**src/rtl/acc_link_pkg.sv**
```systemverilog
package acc_link_pkg;

   localparam int NUM_OPS  = 11;
   localparam int OP_AND   = 0;
   localparam int OP_ADD   = 1;
   localparam int OP_LDDR  = 2;
   localparam int OP_LDCH  = 3;
   localparam int OP_CMP   = 4;
   localparam int OP_ROR   = 5;
   localparam int OP_ROL   = 6;
   localparam int OP_CLR   = 7;
   localparam int OP_INC   = 8;
   localparam int OP_CLRE  = 9;
   localparam int OP_CMPE  = 10;

   typedef enum logic [2:0] {
      SEL_AND  = 3'd0,
      SEL_ADD  = 3'd1,
      SEL_DR   = 3'd2,
      SEL_CHAR = 3'd3,
      SEL_CMP  = 3'd4,
      SEL_ROR  = 3'd5,
      SEL_ROL  = 3'd6
   } alu_sel_e;

   typedef struct packed {
      logic     ld;
      logic     inr;
      logic     clr;
      alu_sel_e sel;
      logic     e_ld;
      logic     e_clr;
      logic     e_cmp;
   } acc_ctrl_t;

endpackage

```
**src/rtl/acc_link_ctrl.sv**
```systemverilog
module acc_link_ctrl
   import acc_link_pkg::*;
(
   input  logic [NUM_OPS-1:0] op_stb,
   output acc_ctrl_t          ctrl
);

   always_comb begin
      ctrl.ld    = op_stb[OP_AND] | op_stb[OP_ADD] | op_stb[OP_LDDR] |
                   op_stb[OP_LDCH] | op_stb[OP_CMP] | op_stb[OP_ROR] |
                   op_stb[OP_ROL];
      ctrl.inr   = op_stb[OP_INC];
      ctrl.clr   = op_stb[OP_CLR];
      ctrl.e_ld  = op_stb[OP_ADD] | op_stb[OP_ROR] | op_stb[OP_ROL];
      ctrl.e_clr = op_stb[OP_CLRE];
      ctrl.e_cmp = op_stb[OP_CMPE];
      if (op_stb[OP_ADD])
         ctrl.sel = SEL_ADD;
      else if (op_stb[OP_LDDR])
         ctrl.sel = SEL_DR;
      else if (op_stb[OP_LDCH])
         ctrl.sel = SEL_CHAR;
      else if (op_stb[OP_CMP])
         ctrl.sel = SEL_CMP;
      else if (op_stb[OP_ROR])
         ctrl.sel = SEL_ROR;
      else if (op_stb[OP_ROL])
         ctrl.sel = SEL_ROL;
      else
         ctrl.sel = SEL_AND;
   end

endmodule

```
**src/rtl/acc_link_alu.sv**
```systemverilog
module acc_link_alu
   import acc_link_pkg::*;
#(
   parameter int DATA_W       = 16,
   parameter int CHAR_W       = 8,
   parameter bit RIPPLE_ADDER = 1'b1
)(
   input  logic [DATA_W-1:0] ac,
   input  logic              e,
   input  logic [DATA_W-1:0] dr,
   input  logic [CHAR_W-1:0] inpr,
   input  alu_sel_e          sel,
   output logic [DATA_W-1:0] res,
   output logic              e_res
);

   logic [DATA_W-1:0] sum;
   logic              cout;

   if (RIPPLE_ADDER) begin : g_ripple
      logic [DATA_W:0] carry;
      assign carry[0] = 1'b0;
      for (genvar i = 0; i < DATA_W; i++) begin : g_bit
         assign sum[i]     = ac[i] ^ dr[i] ^ carry[i];
         assign carry[i+1] = (ac[i] & dr[i]) | (carry[i] & (ac[i] ^ dr[i]));
      end
      assign cout = carry[DATA_W];
   end else begin : g_behav
      assign {cout, sum} = {1'b0, ac} + {1'b0, dr};
   end

   always_comb begin
      res   = ac & dr;
      e_res = e;
      unique case (sel)
         SEL_AND:  res = ac & dr;
         SEL_ADD:  begin res = sum; e_res = cout; end
         SEL_DR:   res = dr;
         SEL_CHAR: res = {ac[DATA_W-1:CHAR_W], inpr};
         SEL_CMP:  res = ~ac;
         SEL_ROR:  begin res = {e, ac[DATA_W-1:1]}; e_res = ac[0]; end
         SEL_ROL:  begin res = {ac[DATA_W-2:0], e}; e_res = ac[DATA_W-1]; end
         default:  res = ac & dr;
      endcase
   end

endmodule

```
**src/rtl/acc_link_regs.sv**
```systemverilog
module acc_link_regs
   import acc_link_pkg::*;
#(
   parameter int DATA_W = 16
)(
   input  logic              clk,
   input  logic              rst_n,
   input  acc_ctrl_t         ctrl,
   input  logic [DATA_W-1:0] alu_res,
   input  logic              alu_e,
   output logic [DATA_W-1:0] ac_q,
   output logic              e_q,
   output logic              pos_q,
   output logic              neg_q,
   output logic              zero_q,
   output logic              ezero_q
);

   localparam logic [DATA_W-1:0] ONE = {{(DATA_W-1){1'b0}}, 1'b1};

   logic [DATA_W-1:0] ac_d;
   logic              e_d;

   always_comb begin
      ac_d = ac_q;
      if (ctrl.clr)
         ac_d = '0;
      else if (ctrl.ld)
         ac_d = alu_res;
      else if (ctrl.inr)
         ac_d = ac_q + ONE;

      e_d = e_q;
      if (ctrl.e_clr)
         e_d = 1'b0;
      else if (ctrl.e_cmp)
         e_d = ~e_q;
      else if (ctrl.e_ld)
         e_d = alu_e;
   end

   always_ff @(posedge clk or negedge rst_n) begin
      if (!rst_n) begin
         ac_q    <= '0;
         e_q     <= 1'b0;
         pos_q   <= 1'b1;
         neg_q   <= 1'b0;
         zero_q  <= 1'b1;
         ezero_q <= 1'b1;
      end else begin
         ac_q    <= ac_d;
         e_q     <= e_d;
         pos_q   <= ~ac_d[DATA_W-1];
         neg_q   <= ac_d[DATA_W-1];
         zero_q  <= (ac_d == '0);
         ezero_q <= ~e_d;
      end
   end

endmodule

```
**src/rtl/acc_link_unit.sv**
```systemverilog
module acc_link_unit
   import acc_link_pkg::*;
#(
   parameter int DATA_W       = 16,
   parameter int CHAR_W       = 8,
   parameter bit RIPPLE_ADDER = 1'b1
)(
   input  logic               clk,
   input  logic               rst_n,
   input  logic [NUM_OPS-1:0] op_stb,
   input  logic [DATA_W-1:0]  dr_in,
   input  logic [CHAR_W-1:0]  inpr_in,
   output logic [DATA_W-1:0]  ac_out,
   output logic               e_out,
   output logic               ac_pos,
   output logic               ac_neg,
   output logic               ac_zero,
   output logic               e_zero
);

   if (DATA_W < 2) begin : g_bad_data_w
      $error("acc_link_unit: DATA_W must be at least 2");
   end
   if (CHAR_W < 1 || CHAR_W >= DATA_W) begin : g_bad_char_w
      $error("acc_link_unit: CHAR_W must lie in 1..DATA_W-1");
   end

   acc_ctrl_t         ctrl;
   logic [DATA_W-1:0] alu_res;
   logic              alu_e;

   acc_link_ctrl u_ctrl (
      .op_stb (op_stb),
      .ctrl   (ctrl)
   );

   acc_link_alu #(
      .DATA_W       (DATA_W),
      .CHAR_W       (CHAR_W),
      .RIPPLE_ADDER (RIPPLE_ADDER)
   ) u_alu (
      .ac    (ac_out),
      .e     (e_out),
      .dr    (dr_in),
      .inpr  (inpr_in),
      .sel   (ctrl.sel),
      .res   (alu_res),
      .e_res (alu_e)
   );

   acc_link_regs #(
      .DATA_W (DATA_W)
   ) u_regs (
      .clk     (clk),
      .rst_n   (rst_n),
      .ctrl    (ctrl),
      .alu_res (alu_res),
      .alu_e   (alu_e),
      .ac_q    (ac_out),
      .e_q     (e_out),
      .pos_q   (ac_pos),
      .neg_q   (ac_neg),
      .zero_q  (ac_zero),
      .ezero_q (e_zero)
   );

endmodule

```
**config.mk**
```make
export PLATFORM = sky130hd
export DESIGN_NAME = acc_link_unit
export DESIGN_NICKNAME = d
export VERILOG_FILES = /design/src/rtl/acc_link_pkg.sv /design/src/rtl/acc_link_ctrl.sv /design/src/rtl/acc_link_alu.sv /design/src/rtl/acc_link_regs.sv /design/src/rtl/acc_link_unit.sv
export SDC_FILE = /design/constraint.sdc
export NUM_CORES = 1
export LEC_CHECK = 0
export BUFFER_PORTS_ARGS = -buffer_cell sky130_fd_sc_hd__buf_2
export CAP_MARGIN = 10
export CORE_ASPECT_RATIO = 1.2
export CORE_UTILIZATION = 50
export CTS_BUF_LIST = sky130_fd_sc_hd__clkbuf_8 sky130_fd_sc_hd__clkbuf_16
export CTS_CLUSTER_DIAMETER = 60
export CTS_CLUSTER_SIZE = 12
export DETAILED_ROUTE_END_ITERATION = 10
export MAX_ROUTING_LAYER = met4
export PLACE_DENSITY = 0.77
export SETUP_SLACK_MARGIN = 0.2
export SYNTH_ARGS = -nofsm -noshare
export SYNTH_HDL_FRONTEND = slang
export SYNTH_SLANG_ARGS = --single-unit
```
**constraint.sdc**
```tcl
create_clock -name clk -period 7.4 [get_ports clk]
set_clock_uncertainty 0.05 [all_clocks]
set_input_delay 0.37 -clock clk [delete_from_list [all_inputs] [get_ports clk]]
set_output_delay 0.37 -clock clk [all_outputs]
set_load 0.005 [all_outputs]
```
Word-level counts from Yosys, hierarchy flattened
Index checks and enable logic that the tools add are counted.
{ "classes": {"reduce_logical": 1, "bitwise": 90, "n_mux": 14, "add_sub_neg": 1, "eq_ne": 6} }
{ "op_table": {"columns": ["operator", "count"], "rows": [
  ["16-bit case mux with 6 select lines", 1],
  ["16-bit two-way mux", 3],
  ["1-bit AND", 31],
  ["1-bit bitwise XOR", 31],
  ["1-bit bitwise OR", 23],
  ["3-bit two-way mux", 6],
  ["16-bit by 1-bit adder with 16-bit output (second input constant)", 1],
  ["16-bit AND", 1],
  ["16-bit zero test", 1],
  ["16-bit inverter", 1],
  ["3-bit == test (second input constant)", 3],
  ["3-bit by 2-bit == test with 1-bit output (second input constant)", 2],
  ["3-bit by 1-bit == test with 1-bit output (second input constant)", 1],
  ["1-bit two-way mux", 3],
  ["1-bit inverter", 3],
  ["1-bit case mux with 3 select lines", 1]
]} }
{ "word_totals": {"word_cells": 118, "output_inout_bits": 21, "inputBits": 37, "regBits": 21} }

Longest topological paths before layout
Gate-level depths: netlist of the first run.
{ "logic_depth": {"ltp_word": 36, "depth_mapped": 23, "ltp_nobuf": 23} }

Cells and area by module
Synthesis of the first run repeated with hierarchy kept, for this count alone.
{ "hier_totals": {"hier_cells": 353, "area_unflattened_um2": 3009.1} }
{ "by_module_without_submodules": {"columns": ["module", "seq_area_each_um2", "n_inst", "cells_per_inst", "area_per_inst_um2"], "rows": [
  ["acc_link_alu", 0.0, 1, 208, 1669.1],
  ["acc_link_regs", 504.2, 1, 130, 1248.7],
  ["acc_link_ctrl", 0.0, 1, 15, 91.3]
]} }

Worst setup path after synthesis of the first run
No wires, ideal clock.
{ "synth_path": {"kind": "reg2reg", "start": "register u_regs.ac_q[0]", "end": "register u_regs.zero_q", "required_time_ns": 7.274, "setup_slack_ns": -0.042, "arrival_ns": 7.316, "stages_incl_launch_ff": 24, "synth_period_minus_slack_ns": 7.442, "n_path_buf": 0, "setup_ns": 0.076, "path_cell_list": "dfrtp_1 ha_1 inv_1 fa_1 fa_1 fa_1 fa_1 fa_1 fa_1 fa_1 fa_1 fa_1 fa_1 fa_1 fa_1 inv_1 fa_1 inv_1 fa_1 fa_1 a2bb2oi_1 a221o_2 or4b_2 nor3_2"} }
{ "synth_between": {"elab_chain_len": 34, "elab_cells_between_ends": 53, "classes_between": "add/sub: 1; mux: 4; bitwise: 47; reduce/logical: 1"} }
{ "synth_lines": {"columns": ["item", "line_no", "text"], "rows": [
  ["start, declared", "acc_link_regs.sv:11", "output logic [DATA_W-1:0] ac_q,"],
  ["start signal, assigned", "acc_link_regs.sv:44", "ac_q <= '0;"],
  ["start signal, assigned", "acc_link_regs.sv:51", "ac_q <= ac_d;"],
  ["1-bit AND (2 in series)", "acc_link_alu.sv:25", "assign carry[i+1] = (ac[i] & dr[i]) | (carry[i] & (ac[i] ^ dr[i]));"],
  ["1-bit bitwise OR", "acc_link_alu.sv:25", null],
  ["1-bit AND", "acc_link_alu.sv:25", null],
  ["1-bit bitwise OR", "acc_link_alu.sv:25", null],
  ["1-bit AND", "acc_link_alu.sv:25", null],
  ["1-bit bitwise OR", "acc_link_alu.sv:25", null],
  ["1-bit AND", "acc_link_alu.sv:25", null],
  ["1-bit bitwise OR", "acc_link_alu.sv:25", null],
  ["[... 17 more ...]", null, null],
  ["1-bit bitwise OR", "acc_link_alu.sv:25", null],
  ["1-bit AND", "acc_link_alu.sv:25", null],
  ["1-bit bitwise OR", "acc_link_alu.sv:25", null],
  ["1-bit bitwise XOR", "acc_link_alu.sv:24", "assign sum[i] = ac[i] ^ dr[i] ^ carry[i];"],
  ["16-bit case mux with 6 select lines", "acc_link_alu.sv:35", "unique case (sel)"],
  ["16-bit two-way mux *", "acc_link_regs.sv:28", "else if (ctrl.ld)"],
  ["16-bit two-way mux *", "acc_link_regs.sv:26", "if (ctrl.clr)"],
  ["16-bit zero test *", "acc_link_regs.sv:55", "zero_q <= (ac_d == '0);"],
  ["end signal, assigned", "acc_link_regs.sv:55", null],
  ["end, declared", "acc_link_regs.sv:15", "output logic zero_q,"]
]} }
Mark *: on every way between the ends. The rest lies on a longest branch, timed or not.

Worst setup path in the final report of the first run
Ends and elaborated chain as after synthesis.

==> results of run 1 <==
[stage by stage]
| stage | instance area [um2] | setup TNS, ns | power, uW | setup WS [ns] | util [%] |
|---|---|---|---|---|---|
| final | 2994 | 0 | 429.0 | 0.2982 | 59.77 |
| after detailed placement | 2925 | -0.1797 | 342.2 | -0.1797 | 58.39 |
| after CTS | 2983 | 0 | 421.5 | 0.2112 | 59.54 |
| after floorplan | 2671 | 0 | 275.1 | 0.2008 | - |
| after global placement | 2925 | -0.002409 | 335.4 | -0.002409 | 58.39 |
| after global routing | 2994 | 0 | 460.2 | 0.1429 | 59.77 |
[power by group through the flow]
stage	clock (uW)	combinational [uW]	sequential, uW
finish	79.4	201	149
global route	85.1	223	152
CTS	79.0	195	148
detailed placement	0	192	150
global placement	0	186	149
floorplan	0	131	144
[state kept, by name (all words and copies together), names as in the netlist]
signal	cells
u_regs.ac_q	16
u_regs.e_q	1
u_regs.ezero_q	1
u_regs.pos_q	1
u_regs.zero_q	1
[metal layers]
layer | track usage, % | up-vias | share of wire, %
li1 | - | 1207 | -
met1 | 39.76 | 1347 | 39
met2 | 53.14 | 171 | 49
met3 | 5.694 | 28 | 7.8
met4 | 18.13 | 0 | 3.6
met5 | - | - | 0
[cell type report]
type / instances / area, um2
repair buffers: 62 / 322.8
multi-input cells: 226 / 1896
fillers: 455 / 2016
well taps: 60 / 75.07
flip-flops and latches: 20 / 505.5
clock buffers: 3 / 41.29
inverters: 40 / 150.1
clock inverters: 1 / 3.754
[worst max-delay path by stage]
| stage | startpoint | endpoint | slack (ns) | cells after the start |
|---|---|---|---|---|
| 2_1_floorplan | u_regs.ac_q[0] | u_regs.zero_q | 0.20 | 23 |
| 3_3_place_gp | dr_in[0] | u_regs.zero_q | -0.002 | 24 |
| 3_5_place_dp | dr_in[0] | u_regs.zero_q | -0.18 | 24 |
| 4_1_cts | u_regs.ac_q[0] | u_regs.zero_q | 0.21 | 23 |
| 5_1_grt | u_regs.ac_q[0] | u_regs.zero_q | 0.14 | 23 |
| 6_report | u_regs.ac_q[0] | u_regs.zero_q | 0.30 | 23 |
[worst max-delay path, cell delays in order, from the launching register on]
cell	delay (ns)
dfrtp_2	0.39
ha_4	0.13
inv_1	0.05
fa_2	0.34
fa_2	0.35
fa_2	0.35
fa_2	0.36
fa_2	0.35
fa_2	0.35
fa_2	0.35
fa_2	0.36
fa_2	0.35
fa_2	0.35
fa_2	0.36
fa_1	0.37
inv_1	0.07
fa_1	0.17
inv_1	0.05
fa_1	0.37
fa_1	0.51
a2bb2oi_2	0.12
a221o_2	0.16
or4b_2	0.60
nor3_2	0.13
[synthesized netlist by cell type, types with 3 or more instances]
| library cell | number | area (um2) |
|---|---|---|
| o21ai_0 | 11 | 55.05 |
| dfrtp_1 | 17 | 425.4 |
| nor3_1 | 4 | 20.02 |
| o22ai_1 | 10 | 62.56 |
| buf_2 | 4 | 20.02 |
| o221a_2 | 4 | 45.04 |
| nor2_1 | 11 | 41.29 |
| ha_1 | 17 | 212.7 |
| buf_1 | 3 | 11.26 |
| clkbuf_1 | 14 | 52.55 |
| buf_6 | 4 | 45.04 |
| nand3_1 | 5 | 25.02 |
| a221oi_1 | 8 | 70.07 |
| o221ai_1 | 6 | 52.55 |
| inv_1 | 39 | 146.4 |
| a22oi_1 | 7 | 52.55 |
| o211ai_1 | 3 | 22.52 |
| a31oi_1 | 3 | 18.77 |
| a211oi_1 | 11 | 82.58 |
| mux2i_1 | 5 | 50.05 |
| o21bai_1 | 3 | 22.52 |
| fa_1 | 15 | 300.3 |
| nand2_1 | 22 | 82.58 |
| xnor2_1 | 11 | 96.34 |
| nor2b_1 | 5 | 31.28 |
| nand4_1 | 4 | 25.02 |
| dfstp_2 | 3 | 78.83 |
| and4_1 | 3 | 26.28 |
| nand2b_1 | 4 | 25.02 |
| a21oi_1 | 18 | 90.09 |
[cells in the final DEF (no fill, tap or decap), types with 2 or more instances in the layout]
cell type | synthesis | final
nor4_1 | 2 | 2
nor4_4 | 2 | 2
nand2_1 | 22 | 22
fa_2 | 0 | 11
or4b_2 | 2 | 2
a211oi_1 | 11 | 11
o211ai_1 | 3 | 3
nand3_1 | 5 | 5
and4_1 | 3 | 3
o21ai_0 | 11 | 11
dfrtp_1 | 17 | 16
o21bai_1 | 3 | 3
nand4_1 | 4 | 4
nand2b_1 | 4 | 4
xnor2_1 | 11 | 11
o22ai_1 | 10 | 10
buf_4 | 2 | 5
inv_1 | 39 | 40
mux2i_1 | 5 | 5
a21oi_1 | 18 | 18
nor3_1 | 4 | 4
dfstp_2 | 3 | 3
or4_1 | 2 | 2
nor2_1 | 11 | 11
nand3b_1 | 2 | 2
clkbuf_8 | 0 | 3
buf_2 | 4 | 57
a221oi_1 | 8 | 8
ha_1 | 17 | 16
and3_1 | 2 | 2
a2bb2oi_2 | 1 | 2
o221a_2 | 4 | 4
nor2b_1 | 5 | 5
a31oi_1 | 3 | 3
fa_1 | 15 | 4
o221ai_1 | 6 | 6
a22oi_1 | 7 | 7
[kinds of logic after synthesis]
logic type / Yosys count
xor gates and xnor gates: 12
AOI/OAI and AO/OA: 98
adders and majority gates: 32
DFF: 20
and+or+nand+nor: 78
muxes: 6
buffers and inverters: 67
[repair_timing]
action / in CTS / in global routing
hold buffers: 0 / 0
gates resized for setup: 5 / 3
setup endpoints to repair: 1 / 1
endpoints found under the hold margin: 0 / 0
==> key figures, run 1 <==
Drt
  • Avg Vias per Cell: around 6.7
  • Drt wl/cell: 20.29 um
  • DR pass1 iterations: 5
  • Post-Route WL: about 8400 um
  • Final ANT Viol Nets: 0
  • Starting DRC count in detailed routing: 325
  • Routed via count: 2753
  • DRC Markers: 0

Cells and area
  • Antenna diodes: 0
  • Non-Filler Instances: 412
  • Area Overhead vs Synth: 13.09%
  • Nets: 422
  • Layout cells sized above 1: 27.84%

Power
  • Pleak: 0.001324 uW
  • Switching power total: approximately 180 uW
  • Internal power: 251.8 uW
  • Flop pwr share: 34.6%
  • Max VDD drop: between 70 and 80 uV
  • Clk pwr share: 18.5%
  • Comb pwr share: 46.9%
  • Switching power share of the total: 41.30%
  • PwrDens: 143.3 nW/um2

CTS
  • Clock Latency Late Sink: 0.27 ns
  • Clock Tree Root: clkbuf_8
  • Sink Count: 20
  • CTS tree: done
  • Clock buffer depth: 2
  • Setup Buffers After CTS: 0
  • Cts bufs inserted: 3
  • H-tree Lvls: 1
  • Worst-path clk slew: approximately 0.090 ns

Worst setup path
  • Register-to-register setup slack: between 0.2 and 0.3 ns
  • Reg-to-reg endpoint: u_regs.zero_q
  • Critical Path RT: 7.54 ns
  • CP arrival: 7.24 ns
  • CP Launch Type: flip-flop
  • Reg2reg start: u_regs.ac_q[0]
  • CP endpoint kind: flip-flop
  • Worst R2R Path Depth: 23
  • Critical-path maximum fanout: 2
  • Path type of the worst setup path: reg2reg

GRT
  • Global Route Usage Sum: 33.45%
  • First-pass GRT wire length: 13170 um
  • Initial antenna violation count: 0
  • GR Overflow Total: 0
  • Largest net degree at the start of global routing: 28
  • Vias in the first global route: 2654

Logic synthesis
  • Top_reg_cell synth: dfrtp_1
  • Post-synthesis adder-cell area fraction: between 15 and 20%
  • Post-synth EDFFs: 0
  • XOR/XNOR Fraction of Synth Area: 3.970%
  • Synth Area per Inst: 8.459 um2
  • FFs w/ async S/R, synth: 100.0%
  • Cells after Synth: roughly 310
  • Flops & latches, synth: 20
  • Synth Area in Compound Gates: 26.89%
  • Simple-gate portion of the synthesized area: between 10% and 20%
  • Mapped Area: 2648 um2
  • Mux cell area share after synthesis: 2.316%
  • Largest family of logic cells by synthesized area: compound AO/OA/AOI/OAI gates
  • Syn_nets: 382
  • Distinct cells, synth: 61
  • Sequential area share after synthesis: 19.05%
  • Yosys warns: 0

Placed design
  • Placed cell count: 408
  • Dpl hpwl: between 5000 and 6000 um
  • Gp weighted congestion: 0.9977
  • Port bufs: 57

Timing
  • Final hold vios: 0
  • Final min period: 7.102 ns
  • Actual slew at the worst max-slew pin: approximately 0.8 ns
  • Setup violations, final: 0
  • Final hold slack: 0.01484 ns
  • RSZ-0062 raised after global routing: yes
  • Worst slew margin: around 45%
  • Period utilization: a little over nine tenths
  • Pins Over Slew Limit: 0
  • Fmax: 0.1408 GHz

Hold path
  • HP Class: in2async

Floorplan
  • Core area: 5010 um2
  • DIE HEIGHT: 81.71 um
  • IO Pins: 58
  • Die area: 5591 um2
  • Starting density of the core: 52.85%
  • Die Span X: 68.43 um
  • Std cell rows: 28

Run status
  • Outcome: complete, no violations

Job
  • Max Cap Viol: 0
(Power assumes the default switching activity.)
==> inputs of run 2 (changes only) <==
- CORE_MARGIN: not set -> 5
==> run 2 against run 1 <==
Net effect:
- sequential share of layout area fell by 0.13 points
- via count fell by 3.6%
- cell count is 0.73% higher
- global-route usage fell by 8.5 points
==> key figures, run 2 (same netlist as run 1, synthesis figures left out) <==
Cells and area
  • Nets: 423 (+0.24%)
  • Non-Filler Instances: 415 (+0.73%)
  • Number of flip-flops in the largest register: 16 (unchanged)
  • Area Overhead vs Synth: 13.94%
  • Commonest non-fill, non-tap cells in the layout: buf_2, inv_1, nand2_1, a21oi_1
  • Layout cells sized above 1: 28.61% (+0.77 points)
  • Fill cell count: 503 (+11%)
  • Commonest non-fill, non-tap cell in the layout: buf_2
  • Multi-input gate area: 1898 um2 (+0.13%)
  • Top reg by flops: u_regs.ac_q
  • Antenna diodes: 0 (unchanged)
  • Post-route cell area: 3017 um2 (+0.75%)
  • FF/Latch Area: 505.5 um2 (unchanged)

Floorplan
  • Core area: 5225 um2 (+4.3%)
  • IO Pins: 58 (unchanged)
  • DIE HEIGHT: 89.71 um (+9.8%)
  • Die Span X: 76.43 um (+12%)
  • Starting density of the core: 50.67% (-2.2 points)
  • Std cell rows: 29 (+3.6%)
  • Die area: 6856 um2 (+23%)

Worst setup path
  • Critical Path RT: 7.54 ns (about the same)
  • CP arrival: 7.16 ns (-0.08 ns)
  • Crit path max-delay family: adder cells
  • Cell repeated most along the worst path: fa_2
  • Reg2reg start: u_regs.ac_q[0]
  • Path type of the worst setup path: reg2reg
  • Crit-path cells: ha_4 -> inv_1 -> fa_2 -> fa_2 -> fa_2 -> fa_2 -> fa_2 -> fa_2 -> fa_2 -> fa_2 -> fa_2 -> fa_2 -> fa_2 -> fa_1 -> inv_1 -> fa_1 -> inv_1 -> fa_2 -> fa_1 -> a2bb2oi_1 -> a221o_2 -> or4b_2 -> nor3_2
  • Critical path depth: 23 (unchanged)
  • Worst R2R Path Depth: 23 (unchanged)
  • Slowest cell delay on critical path: 0.59 ns (about the same)
  • Critical-path top delay cell: or4b_2
  • Critical path startpoint: u_regs.ac_q[0]
  • CP Launch Type: flip-flop
  • Register-to-register setup slack: 0.38 ns (+0.08 ns)
  • CP endpoint kind: flip-flop
  • Crit path buffers/inverters: 3 (unchanged)
  • Reg-to-reg endpoint: u_regs.zero_q
  • Crit path to: u_regs.zero_q
  • Critical-path maximum fanout: 2 (unchanged)

CTS
  • CTS Hold Bufs: 0 (unchanged)
  • Setup Buffers After CTS: 0 (unchanged)
  • Clock Latency Late Sink: 0.27 ns (about the same)
  • Clock Tree Root: clkbuf_8
  • CTS tree: done
  • Clock buffer depth: 2 (unchanged)
  • Cts bufs inserted: 3 (unchanged)
  • Worst-path clk slew: 0.08 ns (about the same)
  • Sink Count: 20 (unchanged)
  • H-tree Lvls: 1 (unchanged)

Drt
  • Starting DRC count in detailed routing: 207 (-36%)
  • DR pass1 iterations: 4 (-1)
  • Drt wl/cell: 19.82 um (-2.3%)
  • Routed via count: 2654 (-3.6%)
  • Final ANT Viol Nets: 0 (unchanged)
  • Post-Route WL: 8225 um (-1.6%)
  • DRC Markers: 0 (unchanged)
  • Avg Vias per Cell: 6.395 (-4.3%)

Power
  • Flop pwr share: 34.1% (-0.5 points)
  • Internal power: 260.9 uW (+3.6%)
  • Clk pwr share: 20.0% (+1.5 points)
  • PwrDens: 143.9 nW/um2 (+0.41%)
  • Pleak: 0.001331 uW (+0.52%)
  • Switching power share of the total: 39.88% (-1.4 points)
  • Comb pwr share: 45.8% (-1.1 points)
  • Max VDD drop: 73.74 uV (-1.6%)
  • Switching power total: 173.1 uW (-2.3%)

GRT
  • Vias in the first global route: 2749 (+3.6%)
  • First-pass GRT wire length: 13770 um (+4.5%)
  • Global Route Usage Sum: 24.91% (-8.5 points)
  • Initial antenna violation count: 0 (unchanged)
  • GR Overflow Total: 0 (unchanged)
  • Largest net degree at the start of global routing: 28 (unchanged)

Placed design
  • Port bufs: 57 (unchanged)
  • Dpl hpwl: 5794 um (-1.9%)
  • Placed cell count: 411 (+0.74%)
  • Gp weighted congestion: 0.9320 (-6.6%)
  • Cell Area, Placed: 2935 um2 (+0.34%)

Job
  • Max Cap Viol: 0 (unchanged)

Timing
  • Fmax: 0.1425 GHz (+1.2%)
  • Final min period: 7.019 ns (-0.08325 ns)
  • RSZ-0062 raised after global routing: no
  • Actual slew at the worst max-slew pin: 0.7919 ns (-0.03143 ns)
  • Worst slew margin: 46.81% (+2.1 points)
  • Pins Over Slew Limit: 0 (unchanged)
  • Period utilization: 94.85% (-1.1 points)
  • Setup violations, final: 0 (unchanged)
  • Final hold vios: 0 (unchanged)

Hold path
  • HP Class: in2async

Run status
  • Outcome: complete, no violations
-- run 2: cell types whose count changed in the layout (fill, tap and decap cells not counted) --
cell       change
a221oi_1       -1
fa_2           +1
fa_1           -1
buf_4          +1
a2bb2oi_1      +1
inv_1          -1
a2bb2oi_2      -1
clkbuf_8       +1
a221oi_2       +1
-- run 2: through the flow --
stage          worst slack [ns]  TNS [ns]  hold slack, ns  util (%)  total power (uW)
5_1_grt                  0.2135         0         0.04034     57.73             465.4
2_1_floorplan            0.2008         0         0.02441         -             275.1
4_1_cts                  0.2067         0         0.02131     57.42             428.4
3_3_place_gp           -0.02680  -0.02680          0.3049     56.18             337.6
6_report                 0.3814         0        0.004598     57.73             434.0
3_5_place_dp            -0.1124   -0.1124          0.3137     56.18             341.6
-- run 2: layout make-up --
type / instances / share of cell area (%)
clock buffers: 4 / 1.825
repair buffers: 63 / 10.95
well taps: 62 / 2.572
inverters: 40 / 4.977
multi-input cells: 226 / 62.92
flip-flops and latches: 20 / 16.76
-- run 2: per-layer routing --
| layer | vias up | routed length (um) | global-route usage, % | part of all wire, % |
|---|---|---|---|---|
| met2 | 143 | 4102 | 38.93 | 50 |
| met3 | 25 | 615 | 4.800 | 7.5 |
| li1 | 1208 | - | - | - |
| met5 | - | 0 | - | 0 |
| met4 | 0 | 259 | 11.22 | 3.1 |
| met1 | 1278 | 3248 | 31.16 | 39 |
-- run 2: worst min path at each step --
stage / startpoint / depth (start not counted) / slack [ns] / endpoint
finish: rst_n / 1 / 0.005 / u_regs.ac_q[3]
global route: rst_n / 1 / 0.04 / u_regs.ac_q[3]
CTS: rst_n / 1 / 0.02 / u_regs.ac_q[3]
detailed placement: rst_n / 1 / 0.31 / u_regs.ac_q[3]
global placement: rst_n / 1 / 0.30 / u_regs.ac_q[3]
floorplan: rst_n / 0 / 0.02 / u_regs.ac_q[0]
-- run 2: worst reg2reg max path: cells and delay by family, from the launching register on --
family,cells,cell delay (ns)
adders and majority gates,16,5.29
and+or+nand+nor,2,0.71
DFF,1,0.38
buffers and inverters,3,0.18
AOI/OAI and AO/OA,2,0.32
-- run 2: repair_timing --
item	4_1_cts	5_1_grt
endpoints found under the setup margin	1	1
hold endpoints to repair	0	0
pin swaps	0	0
resized for setup	4	5
-- run 2: power by group through the flow --
stage | Sequential (uW) | Clock (uW) | Combinational [uW]
after floorplan | 144 | 0 | 131
after global placement | 149 | 0 | 189
after detailed placement | 149 | 0 | 192
after CTS | 147 | 87.1 | 194
after global routing | 151 | 92.1 | 222
final | 148 | 87.0 | 199
